## src/rtl/csa8_pkg.sv

```systemverilog
package csa8_pkg;
  // number of operands the tree reduces
  localparam int NUM_OPS  = 8;
  // low columns resolved outside the final carry-propagate adder
  localparam int LOW_COLS = 2;
  // operands consumed by one 4:2 compressor row
  localparam int ROW_IN   = 4;
  // rows in the first reduction level
  localparam int LVL1_ROWS = NUM_OPS / ROW_IN;
endpackage

```

## src/rtl/csa_fa.sv

```systemverilog
module csa_fa (
  input  logic a_i,
  input  logic b_i,
  input  logic c_i,
  output logic s_o,
  output logic co_o
);
  logic ab_x;

  assign ab_x = a_i ^ b_i;
  assign s_o  = ab_x ^ c_i;
  assign co_o = (a_i & b_i) | (c_i & ab_x);
endmodule

```

## src/rtl/csa_ha.sv

```systemverilog
module csa_ha (
  input  logic a_i,
  input  logic b_i,
  output logic s_o,
  output logic c_o
);
  assign s_o = a_i ^ b_i;
  assign c_o = a_i & b_i;

  // the half adder keeps the dot count, only relocating weight
  always_comb begin
    p_ha_moves_dots_r7: assert ({c_o, s_o} == ({1'b0, a_i} + {1'b0, b_i}))
      else $error("half adder output mismatch");
  end
endmodule

```

## src/rtl/csa_comp42.sv

```systemverilog
module csa_comp42 (
  input  logic a_i,
  input  logic b_i,
  input  logic c_i,
  input  logic d_i,
  input  logic ci_i,
  output logic sum_o,
  output logic carry_o,
  output logic co_o
);
  logic mid_s;

  // first full adder: its carry is the side carry, independent of ci_i
  csa_fa u_fa_lo (
    .a_i (a_i),
    .b_i (b_i),
    .c_i (c_i),
    .s_o (mid_s),
    .co_o(co_o)
  );

  // second full adder folds in the fourth input and the side carry-in
  csa_fa u_fa_hi (
    .a_i (mid_s),
    .b_i (d_i),
    .c_i (ci_i),
    .s_o (sum_o),
    .co_o(carry_o)
  );

  // value conservation of the 5:3 cell
  always_comb begin
    p_cell_conserve_r6: assert (
      ({2'b0, a_i} + {2'b0, b_i} + {2'b0, c_i} + {2'b0, d_i} + {2'b0, ci_i}) ==
      ({2'b0, sum_o} + {1'b0, carry_o, 1'b0} + {1'b0, co_o, 1'b0}))
      else $error("4:2 cell does not conserve value");
  end
endmodule

```

## src/rtl/csa_row42.sv

```systemverilog
module csa_row42 #(
  parameter int N = 12
) (
  input  logic [N-1:0] a_i,
  input  logic [N-1:0] b_i,
  input  logic [N-1:0] c_i,
  input  logic [N-1:0] d_i,
  output logic [N-1:0] sum_o,
  output logic [N-1:0] carry_o
);
  localparam int EXT_W = N + 2;

  logic [N-1:0] side_co;
  logic [N-1:0] side_ci;
  logic [N:0]   carry_w;

  // lowest column sees no side carry; the chain is one cell long per column
  assign side_ci[0] = 1'b0;
  assign carry_w[0] = 1'b0;

  genvar i;
  generate
    for (i = 0; i < N; i++) begin : g_col
      if (i > 0) begin : g_link
        assign side_ci[i] = side_co[i-1];
      end
      csa_comp42 u_cell (
        .a_i    (a_i[i]),
        .b_i    (b_i[i]),
        .c_i    (c_i[i]),
        .d_i    (d_i[i]),
        .ci_i   (side_ci[i]),
        .sum_o  (sum_o[i]),
        .carry_o(carry_w[i+1]),
        .co_o   (side_co[i])
      );
    end
  endgenerate

  // carry word is the cell carries moved up one column
  assign carry_o = carry_w[N-1:0];

  // the whole row keeps the exact value, top carries included
  always_comb begin
    p_row_conserve_r6: assert (
      (EXT_W'(a_i) + EXT_W'(b_i) + EXT_W'(c_i) + EXT_W'(d_i)) ==
      (EXT_W'(sum_o) + EXT_W'(carry_w) + (EXT_W'(side_co[N-1]) << N)))
      else $error("4:2 row does not conserve value");
  end
endmodule

```

## src/rtl/csa_cpa.sv

```systemverilog
module csa_cpa #(
  parameter int N = 10
) (
  input  logic [N-1:0] a_i,
  input  logic [N-1:0] b_i,
  input  logic         cin_i,
  output logic [N-1:0] s_o
);
  assign s_o = a_i + b_i + N'(cin_i);
endmodule

```

## src/rtl/csa8_tree.sv

```systemverilog
module csa8_tree
  import csa8_pkg::*;
#(
  parameter int WORD_W = 8,
  parameter int OUT_W  = 12
) (
  input  logic [NUM_OPS-1:0][WORD_W-1:0] operands_i,
  output logic [OUT_W-1:0]               total_o
);
  localparam int CPA_W = OUT_W - LOW_COLS;
  localparam logic [OUT_W-1:0] MAX_SUM = OUT_W'(NUM_OPS * ((1 << WORD_W) - 1));

  // output must hold eight full-scale operands
  generate
    if (OUT_W < WORD_W + 3) begin : g_width_bad
      $error("OUT_W too small for eight operands");
    end
  endgenerate

  logic [NUM_OPS-1:0][OUT_W-1:0]   ext;
  logic [LVL1_ROWS-1:0][OUT_W-1:0] sa;
  logic [LVL1_ROWS-1:0][OUT_W-1:0] ca;
  logic [OUT_W-1:0]                sb;
  logic [OUT_W-1:0]                cb;
  logic                            lo_carry;

  genvar k, g;
  generate
    // zero-extend operands; constant upper columns are left to synthesis
    for (k = 0; k < NUM_OPS; k++) begin : g_ext
      assign ext[k] = OUT_W'(operands_i[k]);
    end

    // level one: eight words to four
    for (g = 0; g < LVL1_ROWS; g++) begin : g_lvl1
      csa_row42 #(.N(OUT_W)) u_row (
        .a_i    (ext[ROW_IN*g]),
        .b_i    (ext[ROW_IN*g+1]),
        .c_i    (ext[ROW_IN*g+2]),
        .d_i    (ext[ROW_IN*g+3]),
        .sum_o  (sa[g]),
        .carry_o(ca[g])
      );
    end
  endgenerate

  // level two: four words to one sum/carry pair
  csa_row42 #(.N(OUT_W)) u_row_lvl2 (
    .a_i    (sa[0]),
    .b_i    (ca[0]),
    .c_i    (sa[1]),
    .d_i    (ca[1]),
    .sum_o  (sb),
    .carry_o(cb)
  );

  // column 0 holds a single dot; column 1 is cleared by a half adder
  assign total_o[0] = sb[0];

  csa_ha u_ha_col1 (
    .a_i(sb[1]),
    .b_i(cb[1]),
    .s_o(total_o[1]),
    .c_o(lo_carry)
  );

  // narrowed final adder, half-adder carry enters as carry-in
  csa_cpa #(.N(CPA_W)) u_cpa (
    .a_i  (sb[OUT_W-1:LOW_COLS]),
    .b_i  (cb[OUT_W-1:LOW_COLS]),
    .cin_i(lo_carry),
    .s_o  (total_o[OUT_W-1:LOW_COLS])
  );

  // behavioural reference for the checks below
  logic [OUT_W-1:0] ref_sum;
  always_comb begin
    ref_sum = '0;
    for (int j = 0; j < NUM_OPS; j++) begin
      ref_sum = ref_sum + OUT_W'(operands_i[j]);
    end
  end

  always_comb begin
    // the reduced pair still carries the exact total
    p_pair_exact_r1: assert ((sb + cb) == ref_sum)
      else $error("carry-save pair lost value");
    // final total matches the reference
    p_sum_exact_r1: assert (total_o == ref_sum)
      else $error("total mismatch");
    // never beyond the full-scale total
    p_no_overflow_r2: assert (total_o <= MAX_SUM)
      else $error("total exceeds full scale");
  end
endmodule

```

## config.mk

```make
export PLATFORM = sky130hd
export DESIGN_NAME = csa8_tree
export DESIGN_NICKNAME = d
export VERILOG_FILES = /design/src/rtl/csa8_pkg.sv /design/src/rtl/csa_fa.sv /design/src/rtl/csa_ha.sv /design/src/rtl/csa_comp42.sv /design/src/rtl/csa_row42.sv /design/src/rtl/csa_cpa.sv /design/src/rtl/csa8_tree.sv
export SDC_FILE = /design/constraint.sdc
export NUM_CORES = 1
export LEC_CHECK = 0
export BUFFER_PORTS_ARGS = -buffer_cell sky130_fd_sc_hd__buf_2
export CAP_MARGIN = 20
export CELL_PAD_IN_SITES_DETAIL_PLACEMENT = 0
export CELL_PAD_IN_SITES_GLOBAL_PLACEMENT = 1
export CORE_MARGIN = 8
export CORE_UTILIZATION = 39
export DETAILED_ROUTE_END_ITERATION = 8
export PLACE_DENSITY = 0.89
export SYNTH_ARGS = -nofsm -noshare
export SYNTH_HDL_FRONTEND = slang
export SYNTH_SLANG_ARGS = --single-unit
```

## constraint.sdc

```tcl
create_clock -name vclk -period 7.8
set_input_delay 0.78 -clock vclk [all_inputs]
set_output_delay 0.78 -clock vclk [all_outputs]
set_load 0.05 [all_outputs]
```

Yosys cells after proc, flatten, opt, wreduce, memory -nomap -nowiden

Index checks and enable logic that the tools add are counted.

Bits in registers: 0
Output and inout port bits: 12
Logic and storage cells: 237
Bits of input ports: 64

Bitwise gates (word level): 236
Add/subtract/negate cells: 1

Operators with widths:

| cell                                   | number |
|---|---|
| 1-bit AND                              | 95 |
| 1-bit XOR                              | 95 |
| 1-bit bitwise OR                       | 46 |
| 8-bit by 8-bit adder with 9-bit output | 1 |

Depth between registers and ports, before layout

Depth in word-level cells: 11
Mapped depth: 14
Gate-level depth less buffers: 14

Hierarchy

Synthesis repeated with hierarchy kept, for this count alone.

Cell total of the unflattened synthesis: 167
Area, all modules: 2140.8 µm²

By module, submodules not included:

| module    | area an instance (µm²) | instances | cells an instance | seq. area each (µm²) |
|---|---|---|---|---|
| csa_fa    | 20.0                   | 72        | 1                 | 0.0 |
| csa_cpa   | 401.6                  | 1         | 54                | 0.0 |
| csa_row42 | 93.8                   | 3         | 13                | 0.0 |
| csa_ha    | 12.5                   | 1         | 1                 | 0.0 |
| csa8_tree | 3.8                    | 1         | 1                 | 0.0 |

Least setup slack after synthesis

OpenSTA, ideal clock, no wires.

Path kind: input to output
From: input port operands_i[7] in the netlist's numbering
To: output port total_o[10]
Buffers on the path: 0
Required time: 7.020 ns
Stages: 13
Arrival: 4.739 ns
Setup slack: 2.281 ns
Path through: inv_1 fa_1 inv_1 fa_1 fa_1 inv_1 fa_1 inv_1 ha_1 nand3_1 nor2_1 nor2_1 o21ai_0

Word-level cells in the longest chain between the ends: 11
Elaborated cells on any way between the ends: 31
Those cells by class: 1 x add/sub; 30 x bitwise

RTL lines:

| item                                     | RTL line       | RTL |
|---|---|---|
| start: declaration                       | csa8_tree.sv:7 | `input logic [NUM_OPS-1:0][WORD_W-1:0] operands_i,` |
| 1-bit XOR                                | csa_fa.sv:10   | `assign ab_x = a_i ^ b_i;` |
| 1-bit XOR                                | csa_fa.sv:11   | `assign s_o = ab_x ^ c_i;` |
| 1-bit XOR                                | csa_fa.sv:10   |  |
| 1-bit AND                                | csa_fa.sv:12   | `assign co_o = (a_i & b_i) \| (c_i & ab_x);` |
| 1-bit bitwise OR                         | csa_fa.sv:12   |  |
| 1-bit XOR                                | csa_fa.sv:10   |  |
| 1-bit XOR                                | csa_fa.sv:11   |  |
| 1-bit XOR                                | csa_fa.sv:10   |  |
| 1-bit AND                                | csa_fa.sv:12   |  |
| 1-bit bitwise OR                         | csa_fa.sv:12   |  |
| 8-bit by 8-bit adder with 9-bit output * | csa_cpa.sv:9   | `assign s_o = a_i + b_i + N'(cin_i);` |
| end: declaration                         | csa8_tree.sv:8 | `output logic [OUT_W-1:0] total_o` |

Mark *: on every way between the ends. The rest lies on a longest branch, timed or not.

Final worst setup path

From: input port operands_i[2] in the netlist's numbering
To: output port total_o[8]

Word-level cells in the longest chain between the ends: 11
Elaborated cells on any way between the ends: 47
Those cells by class: 1 x add/sub; 46 x bitwise

RTL lines:

| item                                          | RTL line |
|---|---|
| 1-bit XOR                                     | csa_fa.sv:10 |
| 1-bit XOR or 1-bit AND (tied branches)        | csa_fa.sv:11, csa_fa.sv:12 |
| 1-bit XOR or 1-bit bitwise OR (tied branches) | csa_fa.sv:10, csa_fa.sv:12 |
| 1-bit AND                                     | csa_fa.sv:12 |
| 1-bit bitwise OR                              | csa_fa.sv:12 |
| 1-bit XOR                                     | csa_fa.sv:10 |
| 1-bit XOR or 1-bit AND (tied branches)        | csa_fa.sv:11, csa_fa.sv:12 |
| 1-bit XOR or 1-bit bitwise OR (tied branches) | csa_fa.sv:10, csa_fa.sv:12 |
| 1-bit AND                                     | csa_fa.sv:12 |
| 1-bit bitwise OR                              | csa_fa.sv:12 |
| 8-bit by 8-bit adder with 9-bit output *      | csa_cpa.sv:9 |

Marked as above.

==> metrics.txt <==
post_cts resized 0; # setup viols final 0; cells along the critical path buf_2, inv_1, fa_1, inv_1, fa_1, inv_1, fa_1, fa_1, inv_1, ha_1, fa_1, a21oi_1, nor2_1, nor2_1, xnor2_1, buf_2; highest clock rate 185 MHz; Initial DRC Count 14; DRC violations left 0; Syn Area/Cell 8.60 um^2; syn_nets ~320; Die H just over 80 um; Req. time, crit path 7020 ps; clk_buf instances 0; nature of the critical path startpoint input pin; Post-Synth Adder-Cell Area 0.637; cell mode on critical path fa_1; Buffers on Ports 75; met2 routed WL 1830 um; Rows 24; largest family of logic cells by synthesized area adder cells; hold buffers post-CTS 0; Syn. warnings 0; synth cell count leaders inv_1, fa_1, ha_1; Compound-Gate Fraction of Synth Area 0.0547; Synth area leader fa_1; die area 0.00671 mm^2; Setup WS post-layout 2400 ps; number of top-level pins 76; mux cell area share after synthesis 0.00591; vias per std cell 4.15; Final TNS setup 0 ps; cell count after synthesis 197; vias in the first global route between 1500 and 2000; Yosys cell types 25; Crit-path slowest cell fa_1; first-pass GRT wire length ~5800 um; area occupied by multi-input gates 0.00128 mm^2; WS Path Type input pin to output pin; Initial Util 0.397; DRT Pass-1 Iters 3; Fill cells 435; area grow syn2layout 24.7%; crit path capture total_o[8]; routability cong. 0.699; Slew Viols, Final 0; Setup Fix Bufs, Post-CTS 0; worst-path fanout max 2; worst stage delay on the critical path 540 ps; status finished, final reports clean; Tmin final 5400 ps; final core occ 0.495; Total Wirelength 3240 um; nets 393; met3 WL between 300 and 400 um; most common cell in the netlist inv_1; num sequential 0; Post-Synth Simple-Gate Area 0.0362; post-synthesis xor/xnor area fraction 0.0207; GR Overflow Total 0; share of layout cells above drive strength 1 0.286; Worst Setup End Kind output pin; Post-Place Setup Slack 2400 ps; final hold viol count 0; Max-Cap Viols 0; Synth top area share 0.555; Core Region ~0.0043 mm^2; WL/cell between 10 and 15 um; crit path launch operands_i[2]; initial antenna violation count 0; top area cells in the synthesized netlist fa_1, inv_1, ha_1, a21oi_1, buf_4; Mapped Area 0.00169 mm^2; largest net degree at the start of global routing 8; DR top layer met3; HPWL Detailed 3290 um; Reg area 0 um^2; worst hold slack 2130 ps; length of routed wiring on met1 1050 um; Total GRT Usage 0.104; sequential cell area fraction in the yosys report 0; Hold Crit Class input pin to output pin; RSZ-0062 raised after global routing false; DR vias 1331; period utilization 0.692; Inserted Diodes 0; Worst Path Arrival between 4000 and 5000 ps; chip width around 82 um; Post-DRT Antenna Nets 0
-- worst min-delay path by stage --
| stage | from | to | slack [ps] | cells past startpoint |
|---|---|---|---|---|
| after floorplan | operands_i[24] | total_o[0] | 1960 | 3 |
| after global placement | operands_i[24] | total_o[0] | 2120 | 4 |
| after detailed placement | operands_i[24] | total_o[0] | 2150 | 4 |
| after CTS | operands_i[24] | total_o[0] | 2150 | 4 |
| after global routing | operands_i[24] | total_o[0] | 2170 | 4 |
| final | operands_i[24] | total_o[0] | 2130 | 4 |
-- critical path: cells and delay by family --
family	cells	cell delay, ps
AND/OR/NAND/NOR	2	230
buffers and inverters	6	560
adder cells (fa/ha/maj)	6	2700
XOR/XNOR	1	140
AO/OA/AOI/OAI	1	200
-- placed cells by master, fill, tap and decap left out --
cell / count
a2111oi_0: 1
a211o_1: 1
a21o_1: 1
a21o_2: 1
a21oi_1: 5
a221oi_1: 1
a22oi_1: 1
buf_2: 75
conb_1: 1
fa_1: 47
ha_1: 11
inv_1: 104
mux2i_1: 1
nand2_1: 3
nand3_1: 2
nor2_1: 3
nor2b_1: 1
nor2b_2: 1
nor3_1: 1
nor4b_1: 1
o21ai_0: 1
o21ai_1: 1
o21bai_1: 1
xnor2_1: 2
xor2_1: 2
-- cells by family (layout without fill, tap and decap cells) --
family	count (synthesis)	in the layout
AO/OA/AOI/OAI	14	14
XOR/XNOR	4	4
multiplexers	1	1
AND/OR/NAND/NOR	12	12
other	1	1
buffers and inverters	107	179
adder cells (fa/ha/maj)	58	58
-- per-layer routing --
metal	GRT usage	vias up
met1	0.100	622
met2	0.225	46
li1	-	663
met3	0.0208	0
met5	0	-
met4	0.00175	0
-- cell type report --
class	count	share of cell area
Multi-Input combinational cell	90	0.607
Inverter	104	0.185
Timing Repair Buffer	75	0.178
Tap cell	52	0.0308
-- metrics by stage --
stage	std cells	cell area (um^2)
floorplan	197	1690
global placement	321	2110
detailed placement	321	2110
CTS	321	2110
global route	321	2110
finish	321	2110
Power is not shown: default switching activity piles up to over one toggle a cycle in this logic, so the estimate is an artifact.
